`config.mk`:
```
export PLATFORM = sky130hd
export DESIGN_NAME = xlat_front_buf
export DESIGN_NICKNAME = d
export VERILOG_FILES = /design/src/rtl/xfb_pkg.sv /design/src/rtl/xfb_lru.sv /design/src/rtl/xfb_store.sv /design/src/rtl/xlat_front_buf.sv
export SDC_FILE = /design/constraint.sdc
export NUM_CORES = 1
export LEC_CHECK = 0
export ABC_AREA = 0
export BUFFER_PORTS_ARGS = -buffer_cell sky130_fd_sc_hd__buf_4
export CAP_MARGIN = 5
export CORE_MARGIN = 4
export CORE_UTILIZATION = 55
export CTS_BUF_LIST = sky130_fd_sc_hd__clkbuf_16
export DETAILED_ROUTE_END_ITERATION = 8
export PLACE_DENSITY = 0.77
export SLEW_MARGIN = 20
export SYNTH_ARGS = -nofsm -noshare
export SYNTH_HDL_FRONTEND = slang
export SYNTH_SLANG_ARGS = --single-unit
```
`constraint.sdc`:
```
create_clock -name clk_i -period 3.9 [get_ports clk_i]
set_input_delay 0.585 -clock clk_i [delete_from_list [all_inputs] [get_ports clk_i]]
set_output_delay 0.585 -clock clk_i [all_outputs]
set_load 0.01 [all_outputs]
```
`src/rtl/xfb_pkg.sv`:
```
package xfb_pkg;
  typedef enum logic {
    ST_IDLE = 1'b0,
    ST_WAIT = 1'b1
  } xfb_state_e;

  typedef logic [2:0] perm_t;  // {x, w, r}
endpackage

```
`src/rtl/xfb_lru.sv`:
```
module xfb_lru #(
  parameter int N  = 6,
  localparam int IW = (N > 1) ? $clog2(N) : 1
) (
  input  logic          clk_i,
  input  logic          rst_ni,
  input  logic [N-1:0]  vld_i,
  input  logic          touch_i,
  input  logic [IW-1:0] touch_idx_i,
  output logic [IW-1:0] victim_o
);
  // age 0 = most recent, N-1 = least recent; ages stay a permutation
  logic [IW-1:0] age_q [N];

  always_ff @(posedge clk_i or negedge rst_ni) begin
    if (!rst_ni) begin
      for (int i = 0; i < N; i++) age_q[i] <= IW'(i);
    end else if (touch_i) begin
      for (int i = 0; i < N; i++) begin
        if (IW'(i) == touch_idx_i)                 age_q[i] <= '0;
        else if (age_q[i] < age_q[touch_idx_i])    age_q[i] <= age_q[i] + 1'b1;
      end
    end
  end

  logic found;
  always_comb begin
    victim_o = '0;
    found    = 1'b0;
    for (int i = 0; i < N; i++) begin
      if (!found && !vld_i[i]) begin
        victim_o = IW'(i);
        found    = 1'b1;
      end
    end
    if (!found) begin
      for (int i = 0; i < N; i++) begin
        if (age_q[i] == IW'(N-1)) victim_o = IW'(i);
      end
    end
  end
endmodule

```
`src/rtl/xfb_store.sv`:
```
module xfb_store
  import xfb_pkg::*;
#(
  parameter int N     = 6,
  parameter int VPN_W = 20,
  parameter int PID_W = 8,
  parameter int PFN_W = 20,
  localparam int IW   = (N > 1) ? $clog2(N) : 1
) (
  input  logic             clk_i,
  input  logic             rst_ni,
  input  logic [VPN_W-1:0] lk_vpn_i,
  input  logic [PID_W-1:0] lk_pid_i,
  output logic [N-1:0]     hit_vec_o,
  output logic [N-1:0]     vld_o,
  output logic [IW-1:0]    hit_idx_o,
  output logic [PFN_W-1:0] hit_pfn_o,
  output perm_t            hit_perm_o,
  input  logic             flush_i,
  input  logic             wr_i,
  input  logic [IW-1:0]    wr_idx_i,
  input  logic [VPN_W-1:0] wr_vpn_i,
  input  logic [PID_W-1:0] wr_pid_i,
  input  logic             wr_glb_i,
  input  logic [PFN_W-1:0] wr_pfn_i,
  input  perm_t            wr_perm_i
);
  logic [VPN_W-1:0] vpn_q  [N];
  logic [PID_W-1:0] pid_q  [N];
  logic [PFN_W-1:0] pfn_q  [N];
  perm_t            perm_q [N];
  logic [N-1:0]     glb_q;
  logic [N-1:0]     vld_q;

  for (genvar g = 0; g < N; g++) begin : g_ent
    always_ff @(posedge clk_i or negedge rst_ni) begin
      if (!rst_ni) begin
        vld_q[g]  <= 1'b0;
        glb_q[g]  <= 1'b0;
        vpn_q[g]  <= '0;
        pid_q[g]  <= '0;
        pfn_q[g]  <= '0;
        perm_q[g] <= '0;
      end else if (flush_i) begin
        vld_q[g]  <= 1'b0;  // flush beats a same-cycle install
      end else if (wr_i && wr_idx_i == IW'(g)) begin
        vld_q[g]  <= 1'b1;
        glb_q[g]  <= wr_glb_i;
        vpn_q[g]  <= wr_vpn_i;
        pid_q[g]  <= wr_pid_i;
        pfn_q[g]  <= wr_pfn_i;
        perm_q[g] <= wr_perm_i;
      end
    end

    assign hit_vec_o[g] = vld_q[g] && (vpn_q[g] == lk_vpn_i) &&
                          (glb_q[g] || (pid_q[g] == lk_pid_i));
  end

  assign vld_o = vld_q;

  always_comb begin
    hit_idx_o  = '0;
    hit_pfn_o  = '0;
    hit_perm_o = '0;
    for (int i = 0; i < N; i++) begin
      if (hit_vec_o[i]) begin
        hit_idx_o  = hit_idx_o | IW'(i);
        hit_pfn_o  = hit_pfn_o | pfn_q[i];
        hit_perm_o = hit_perm_o | perm_q[i];
      end
    end
  end
endmodule

```
`src/rtl/xlat_front_buf.sv`:
```
module xlat_front_buf
  import xfb_pkg::*;
#(
  parameter int N     = 6,
  parameter int VPN_W = 20,
  parameter int PID_W = 8,
  parameter int PFN_W = 20,
  localparam int IW   = (N > 1) ? $clog2(N) : 1
) (
  input  logic             clk_i,
  input  logic             rst_ni,
  input  logic             req_valid_i,
  input  logic [VPN_W-1:0] req_vpn_i,
  input  logic [PID_W-1:0] pid_i,
  output logic             resp_valid_o,
  output logic             resp_exc_o,
  output logic [PFN_W-1:0] resp_pfn_o,
  output logic [2:0]       resp_perm_o,
  output logic [VPN_W-1:0] exc_vpn_o,
  output logic             stall_o,
  output logic             mt_req_o,
  output logic [VPN_W-1:0] mt_vpn_o,
  output logic [PID_W-1:0] mt_pid_o,
  input  logic             mt_valid_i,
  input  logic             mt_hit_i,
  input  logic             mt_global_i,
  input  logic [PFN_W-1:0] mt_pfn_i,
  input  logic [2:0]       mt_perm_i,
  input  logic             tbl_wr_i,
  input  logic             pid_wr_i
);
  xfb_state_e       state_q;
  logic [VPN_W-1:0] vpn_q;
  logic [PID_W-1:0] pid_q;
  logic             kill_q;

  logic [N-1:0]     hit_vec, vld_vec;
  logic [IW-1:0]    hit_idx, victim, touch_idx;
  logic [PFN_W-1:0] hit_pfn;
  perm_t            hit_perm;
  logic             hit_any, flush, wr, touch;

  assign hit_any = |hit_vec;
  assign flush   = tbl_wr_i | pid_wr_i;

  xfb_store #(.N(N), .VPN_W(VPN_W), .PID_W(PID_W), .PFN_W(PFN_W)) u_store (
    .clk_i, .rst_ni,
    .lk_vpn_i  (req_vpn_i),
    .lk_pid_i  (pid_i),
    .hit_vec_o (hit_vec),
    .vld_o     (vld_vec),
    .hit_idx_o (hit_idx),
    .hit_pfn_o (hit_pfn),
    .hit_perm_o(hit_perm),
    .flush_i   (flush),
    .wr_i      (wr),
    .wr_idx_i  (victim),
    .wr_vpn_i  (vpn_q),
    .wr_pid_i  (pid_q),
    .wr_glb_i  (mt_global_i),
    .wr_pfn_i  (mt_pfn_i),
    .wr_perm_i (mt_perm_i)
  );

  xfb_lru #(.N(N)) u_lru (
    .clk_i, .rst_ni,
    .vld_i      (vld_vec),
    .touch_i    (touch),
    .touch_idx_i(touch_idx),
    .victim_o   (victim)
  );

  assign touch_idx = wr ? victim : hit_idx;

  always_comb begin
    resp_valid_o = 1'b0;
    resp_exc_o   = 1'b0;
    resp_pfn_o   = hit_pfn;
    resp_perm_o  = hit_perm;
    wr           = 1'b0;
    touch        = 1'b0;
    if (state_q == ST_IDLE) begin
      if (req_valid_i && hit_any) begin
        resp_valid_o = 1'b1;
        touch        = 1'b1;
      end
    end else if (mt_valid_i) begin
      resp_valid_o = 1'b1;
      resp_pfn_o   = mt_pfn_i;
      resp_perm_o  = mt_perm_i;
      if (!mt_hit_i) begin
        resp_exc_o = 1'b1;
      end else if (!flush && !kill_q) begin
        wr    = 1'b1;
        touch = 1'b1;
      end
    end
  end

  assign stall_o   = req_valid_i && !resp_valid_o;
  assign mt_req_o  = (state_q == ST_WAIT);
  assign mt_vpn_o  = vpn_q;
  assign mt_pid_o  = pid_q;
  assign exc_vpn_o = vpn_q;

  always_ff @(posedge clk_i or negedge rst_ni) begin
    if (!rst_ni) begin
      state_q <= ST_IDLE;
      vpn_q   <= '0;
      pid_q   <= '0;
      kill_q  <= 1'b0;
    end else begin
      case (state_q)
        ST_IDLE: if (req_valid_i && !hit_any) begin
          state_q <= ST_WAIT;
          vpn_q   <= req_vpn_i;
          pid_q   <= pid_i;
          kill_q  <= flush;
        end
        default: begin
          if (flush) kill_q <= 1'b1;
          if (mt_valid_i) state_q <= ST_IDLE;
        end
      endcase
    end
  end
endmodule

```
Word level (Yosys, flattened, before mapping):

Index checks and enable logic that the tools add are counted.

* bits in registers: 366
* input port bits: 59
* output and inout port bits: 75
* word-level logic and storage cells: 262

* $add $sub $neg: 6
* magnitude comparators: 7
* equal/unequal tests: 29
* muxes and demuxes: 84
* bitwise logic cells: 14
* reduce and logical (&&, ||, !) cells: 76

Operators with widths (number)
* 2-to-1 mux 20 bit: 8
* equality test 20 bit: 6
* 2-to-1 mux 3 bit: 34
* bitwise OR 20 bit: 5
* equality test 8 bit: 6
* 2-to-1 mux 1 bit: 37
* AND reduction 2 bit: 14
* logical AND 1 bit: 27
* nonzero test 2 bit: 13
* equality test 3 bit, second input constant: 8
* adder 3 x 1 -> 3 bit, second input constant: 6
* < comparator 3 bit: 6
* bitwise OR 3 bit: 5
* zero test 1 bit: 13
* binary-select mux 3 bit (select 3 bit): 1
* 2-to-1 mux 2 bit: 4
* equality test 2 x 3 -> 1 bit, first input constant: 2
* equality test 3 x 2 -> 1 bit, second input constant: 2
* equality test 3 bit, first input constant: 2
* zero test 3 bit: 2
* logical OR 1 bit: 6
* OR reduction 6 bit: 1
* greater-or-equal comparator 4 bit, second input constant: 1
* NOT 3 -> 4 bit: 1
* 5 further kinds: 6

Depth between registers and ports, before layout:

* depth after elaboration: 30
* gate-level depth with buffers: 17
* gate-level depth less buffers: 16

Cells and area by module:

A second synthesis with hierarchy kept.

* cell total of the unflattened synthesis: 1457
* area, all modules: 18390.1 um^2

By module, submodules not included
* xfb_store: times used 1, cells each 1117, area an instance 14888.0 um^2, seq. area each 7957.6 um^2
* xfb_lru: times used 1, cells each 210, area an instance 1790.5 um^2, seq. area each 459.2 um^2
* xlat_front_buf: times used 1, cells each 130, area an instance 1711.6 um^2, seq. area each 750.7 um^2

Worst setup path after synthesis:

OpenSTA, ideal clock, no wires.

* kind: input to register
* from: input port req_vpn_i[2]
* to: register u_lru.age_q[16] (netlist name)
* library setup time: 82 ps
* data arrival time: 4311 ps
* required time: 3818 ps
* slack: -494 ps
* stages on the path: 16
* buffers on the path: 2
* cells stage by stage: buf_2 -> xor2_1 -> nor4_1 -> nand4_1 -> nor4_4 -> o41ai_2 -> clkbuf_1 -> nand2b_1 -> o221ai_1 -> a21oi_1 -> a221oi_1 -> ha_1 -> a31oi_1 -> nand2_1 -> or3b_2 -> o22ai_1

* cells in the longest elaborated chain, start to end: 16
* elaborated cells on any way between the ends: 37
* those cells by class: order compare: 1; eq/ne: 6; mux: 12; bitwise: 1; reduce/logical: 17

Ends and longest elaborated chain
* start, declared: RTL line xlat_front_buf.sv:13 `input logic [VPN_W-1:0] req_vpn_i,`
* equality test 20 bit: RTL line xfb_store.sv:56 `assign hit_vec_o[g] = vld_q[g] && (vpn_q[g] == lk_vpn_i) &&`
* logical AND 1 bit (2 in series): RTL line xfb_store.sv:56
* 2-to-1 mux 1 bit: RTL line xfb_store.sv:67 `if (hit_vec_o[i]) begin`
* 2-to-1 mux 2 bit (2 in series): RTL line xfb_store.sv:67
* 2-to-1 mux 3 bit (2 in series): RTL line xfb_store.sv:67
* 2-to-1 mux 3 bit: RTL line xlat_front_buf.sv:73 `assign touch_idx = wr ? victim : hit_idx;`
* NOT 3 -> 4 bit (implied by the code): RTL line xfb_lru.sv:21 `else if (age_q[i] < age_q[touch_idx_i]) age_q[i] <= age_q[i] + 1'b1;`
* binary-select mux 3 bit (select 3 bit): RTL line xfb_lru.sv:21
* 2-to-1 mux 3 bit (implied by the code) (2 in series): RTL line xfb_lru.sv:21
* < comparator 3 bit: RTL line xfb_lru.sv:21
* nonzero test 2 bit (no line)
* AND reduction 2 bit (no line)
* end signal, assigned by index: RTL line xfb_lru.sv:20 `if (IW'(i) == touch_idx_i) age_q[i] <= '0;`
* end, declared: RTL line xfb_lru.sv:13 `logic [IW-1:0] age_q [N];`

Parallel ways exist; a longest one is shown, timed or not. The select of a mux whose other input is x is not followed.
A chain may end at the register's enable or synchronous reset.

Final worst setup path:

* from: register u_store.vpn_q[6] (netlist name)
* to: register u_lru.age_q[11] (netlist name)

* cells in the longest elaborated chain, start to end: 12
* elaborated cells on any way between the ends: 18
* those cells by class: order compare: 1; eq/ne: 2; mux: 8; bitwise: 1; reduce/logical: 6

Ends and longest elaborated chain
* start, declared: RTL line xfb_store.sv:28 `logic [VPN_W-1:0] vpn_q [N];`
* start signal, assigned by index: RTL line xfb_store.sv:49 `vpn_q[g] <= wr_vpn_i;`
* equality test 20 bit (*): RTL line xfb_store.sv:56
* logical AND 1 bit (*) (2 in series): RTL line xfb_store.sv:56
* 2-to-1 mux 3 bit: RTL line xfb_store.sv:67
* 2-to-1 mux 3 bit: RTL line xlat_front_buf.sv:73
* NOT 3 -> 4 bit (implied by the code): RTL line xfb_lru.sv:21
* binary-select mux 3 bit (select 3 bit): RTL line xfb_lru.sv:21
* 2-to-1 mux 3 bit (implied by the code) (2 in series): RTL line xfb_lru.sv:21
* < comparator 3 bit: RTL line xfb_lru.sv:21
* nonzero test 2 bit (no line)
* AND reduction 2 bit (no line)

Every way passes the cells marked *; elsewhere a longest branch is shown, timed or not. The select of a mux whose other input is x is not followed.

==> results.cfg <==
[status]
status = finished clean

[critical_path]
cp_slowest_cell = or4b_1
cp_max_fo = 5
cp.arrival_ns = 4.31
cp-end-kind = flop
worstPathCellList = xor2_1, nor4_1, nand4_1, nor4_4, buf_6, o41ai_4, buf_4, a31o_1, a31oi_2, a22oi_2, buf_4, a2111oi_4, nor3_2, or4b_1, nand3_1
startpoint_type = flop
cpLargestDelayFamily = simple AND/OR/NAND/NOR gates
max_stage_delay_ns = 0.48
worst_path_most_repeated_cell = buf_4
cp_num_buf_inv = 3
crit_required_ns = 4.35
critPathKind = flop to flop

[synth]
synthMostInstantiatedCell = dfrtp_1
ys_warn_count = 0
synth_commonest_cells = dfrtp_1, mux2_2, nand2_1, xor2_1, clkbuf_1
synth-async-reset-ratio_pct = 100
yosys_register_bits = 366
synth_top_area_share_pct = 51.0
synth_nets = 1557
syn-cell-area_sq_um = 17600
synth.area.top_cells = dfrtp_1, mux2_2, xor2_1
synth_top_area_cell = dfrtp_1
synth_cell_types = 62
ys.flop_type = dfrtp_1
synth_edf_count = 0
syn_avg_cell_area_sq_um = 11.9
netlist_instances = 1480
ys_seq_area_share_pct = 52.0

[finish]
antennaDiodeCount = 0
finalCoreUtilization_pct = 67.6
layout.nets = 1759
drive_gt1_share_pct = 40.0
fillers = 2270
synthToLayoutAreaGrowth_pct = 21.0

[detailed_routing]
wl_per_cell_um = 21.7
firstDrtPassIters = 5
drc = 0
antenna_left = 0
drtIter0Drc = 890
via_per_inst = 5.94
vias = 12545
wl_um = 45800

[timing]
max_slew_margin_pct = 40.0
worst_pin_slew_ns = 0.900
min_period_over_period_pct = 98.9
fin_worst_skew_ns = 0.0249
maxSlewViolCount = 0
fmax_ghz = 0.259
rsz0062_at_grt = true
whs_ns = 0.119
hold_viol_final = 0
fin_crit_ns = 3.86
finalSetupViolations = 0

[die]
ioPinCount = 134
die_y_um = 187
die_w_um = 187
die_area_sq_um = 35000
num_rows = 65
initial_core_util_pct = 55.9
core_sq_um = 31600

[clock_tree]
path_clk_slew_ns = 0.06
cts_root_buf = clkbuf_16
clkLatencyLatePin_ns = 0.54
clk_path_buf_depth = 3
cts_htree_levels = 2
cts_buffers = 40
clock_sinks = 366
cts_tree = yes

[placed_design]
dp_hpwl_um = 29300
gpl.final_weighted_congestion = 0.894
portBuffers = 133

[power]
power_leakage_nw = 10.7
peakVddDrop_v = 0.000355
cellPowerDensity_nw_per_um2 = 432

[flow_run]
drv_cap = 0

[min_path]
hold_path.class = primary input to async pin

[global_route]
grt_pass1_wl_um = 71700
grt_start_max_net_pins = 109
grt.overflow.total = 0
grt_pass1_vias = 13064
grt_util_all_layers_pct = 25.3
antenna_found_initial = 0
==> metal layers <==
| metal | share of wire (%) | GRT usage, % |
|---|---|---|
| met2 | 49 | 41.7 |
| met3 | 5.2 | 4.24 |
| met4 | 2.8 | 8.02 |
| met5 | 0 | 0 |
| met1 | 43 | 34.8 |
==> layout make-up <==
cell class	instances	area (sq um)	area share, %
clock buffer	40	1000	4.69
clock inverter	31	163	0.763
inverter	13	48.8	0.229
multi-input combinational	990	8290	38.9
sequential	366	9170	43.0
tap	402	503	2.36
timing repair buffer	271	2160	10.1
==> cells by family after synthesis <==
kind of cell,count (synthesis),synth area share [%]
multiplexers,296,18.8
XOR/XNOR,168,8.35
adder cells (fa/ha/maj),19,1.34
AO/OA/AOI/OAI,162,6.99
buffers and inverters,124,3.41
AND/OR/NAND/NOR,345,9.08
flip-flops,366,52.0
==> report_power, final <==
part / switching (mW) / internal [mW]
Clock: 1.50 / 1.87
Sequential: 0.360 / 4.14
Combinational: 0.645 / 0.704
==> repair_timing <==
item                                    in CTS  in global routing
cloned                                       0                  0
resized for setup                           11                 52
setup buffers                                8                 10
pin swaps                                    6                 34
endpoints found under the setup margin      32                 40
hold buffers                                 0                  0
==> per-stage QoR <==
step           cells  worst slack, ns  setup TNS, ns  area, sq um  power (mW)
2_1_floorplan   1480          -0.0381        -0.0381        17700        5.21
3_3_place_gp    2027           -0.440          -4.86        19700        5.79
3_5_place_dp    2027           -0.429          -5.33        19700        5.85
4_1_cts         2105          0.00146              0        21000        9.23
5_1_grt         2113           -0.117         -0.658        21300        9.61
6_report        2113           0.0413              0        21300        9.22
==> path summary, 6_finish.rpt <==
kind,from,slack (ns),to,depth (start not counted)
max,u_store.vpn_q[6],0.04,u_lru.age_q[11],15
min,rst_ni,0.12,u_store.vpn_q[91],1
max reg2reg,u_store.vpn_q[6],0.04,u_lru.age_q[11],15
min reg2reg,u_store.perm_q[1],0.47,u_store.perm_q[1],2
max in group asynchronous,rst_ni,2.70,u_store.pfn_q[36],2
min in group clk_i,mt_valid_i,0.29,mt_req_o,2
==> sequential cells by signal (all words and copies together), names as in the netlist <==
| name | count |
|---|---|
| mt_req_o | 1 |
| u_lru.age_q | 18 |
| u_store.pid_q | 48 |
| exc_vpn_o | 20 |
| u_store.glb_q | 6 |
| mt_pid_o | 8 |
| u_store.vpn_q | 120 |
| u_store.perm_q | 18 |
| kill_q | 1 |
| u_store.pfn_q | 120 |
| u_store.vld_o | 6 |
==> cells in the final DEF (no fill, tap or decap), types with 4 or more instances in the layout <==
master and count:
and2_1 6, mux2_2 288, buf_6 8, dfstp_2 7, a21oi_1 13, nand2b_1 8
mux2i_1 7, nor4_1 25, or4b_1 4, ha_1 15, nand2_2 4, a21oi_2 4
a22oi_1 23, a22o_1 24, nor3_1 9, nand2_1 195, buf_4 255, buf_12 7
clkbuf_16 40, nor4_4 6, clkinv_2 5, inv_1 24, nand3_1 10, nand4_1 12
a221oi_1 23, o22ai_1 7, nor3_2 4, nor2_1 35, nor4_2 7, clkinv_1 11
xor2_1 143, xnor2_1 22, a31oi_1 25, dfrtp_1 359, o211ai_1 5
Note: power is estimated with default switching activity, not from simulation.
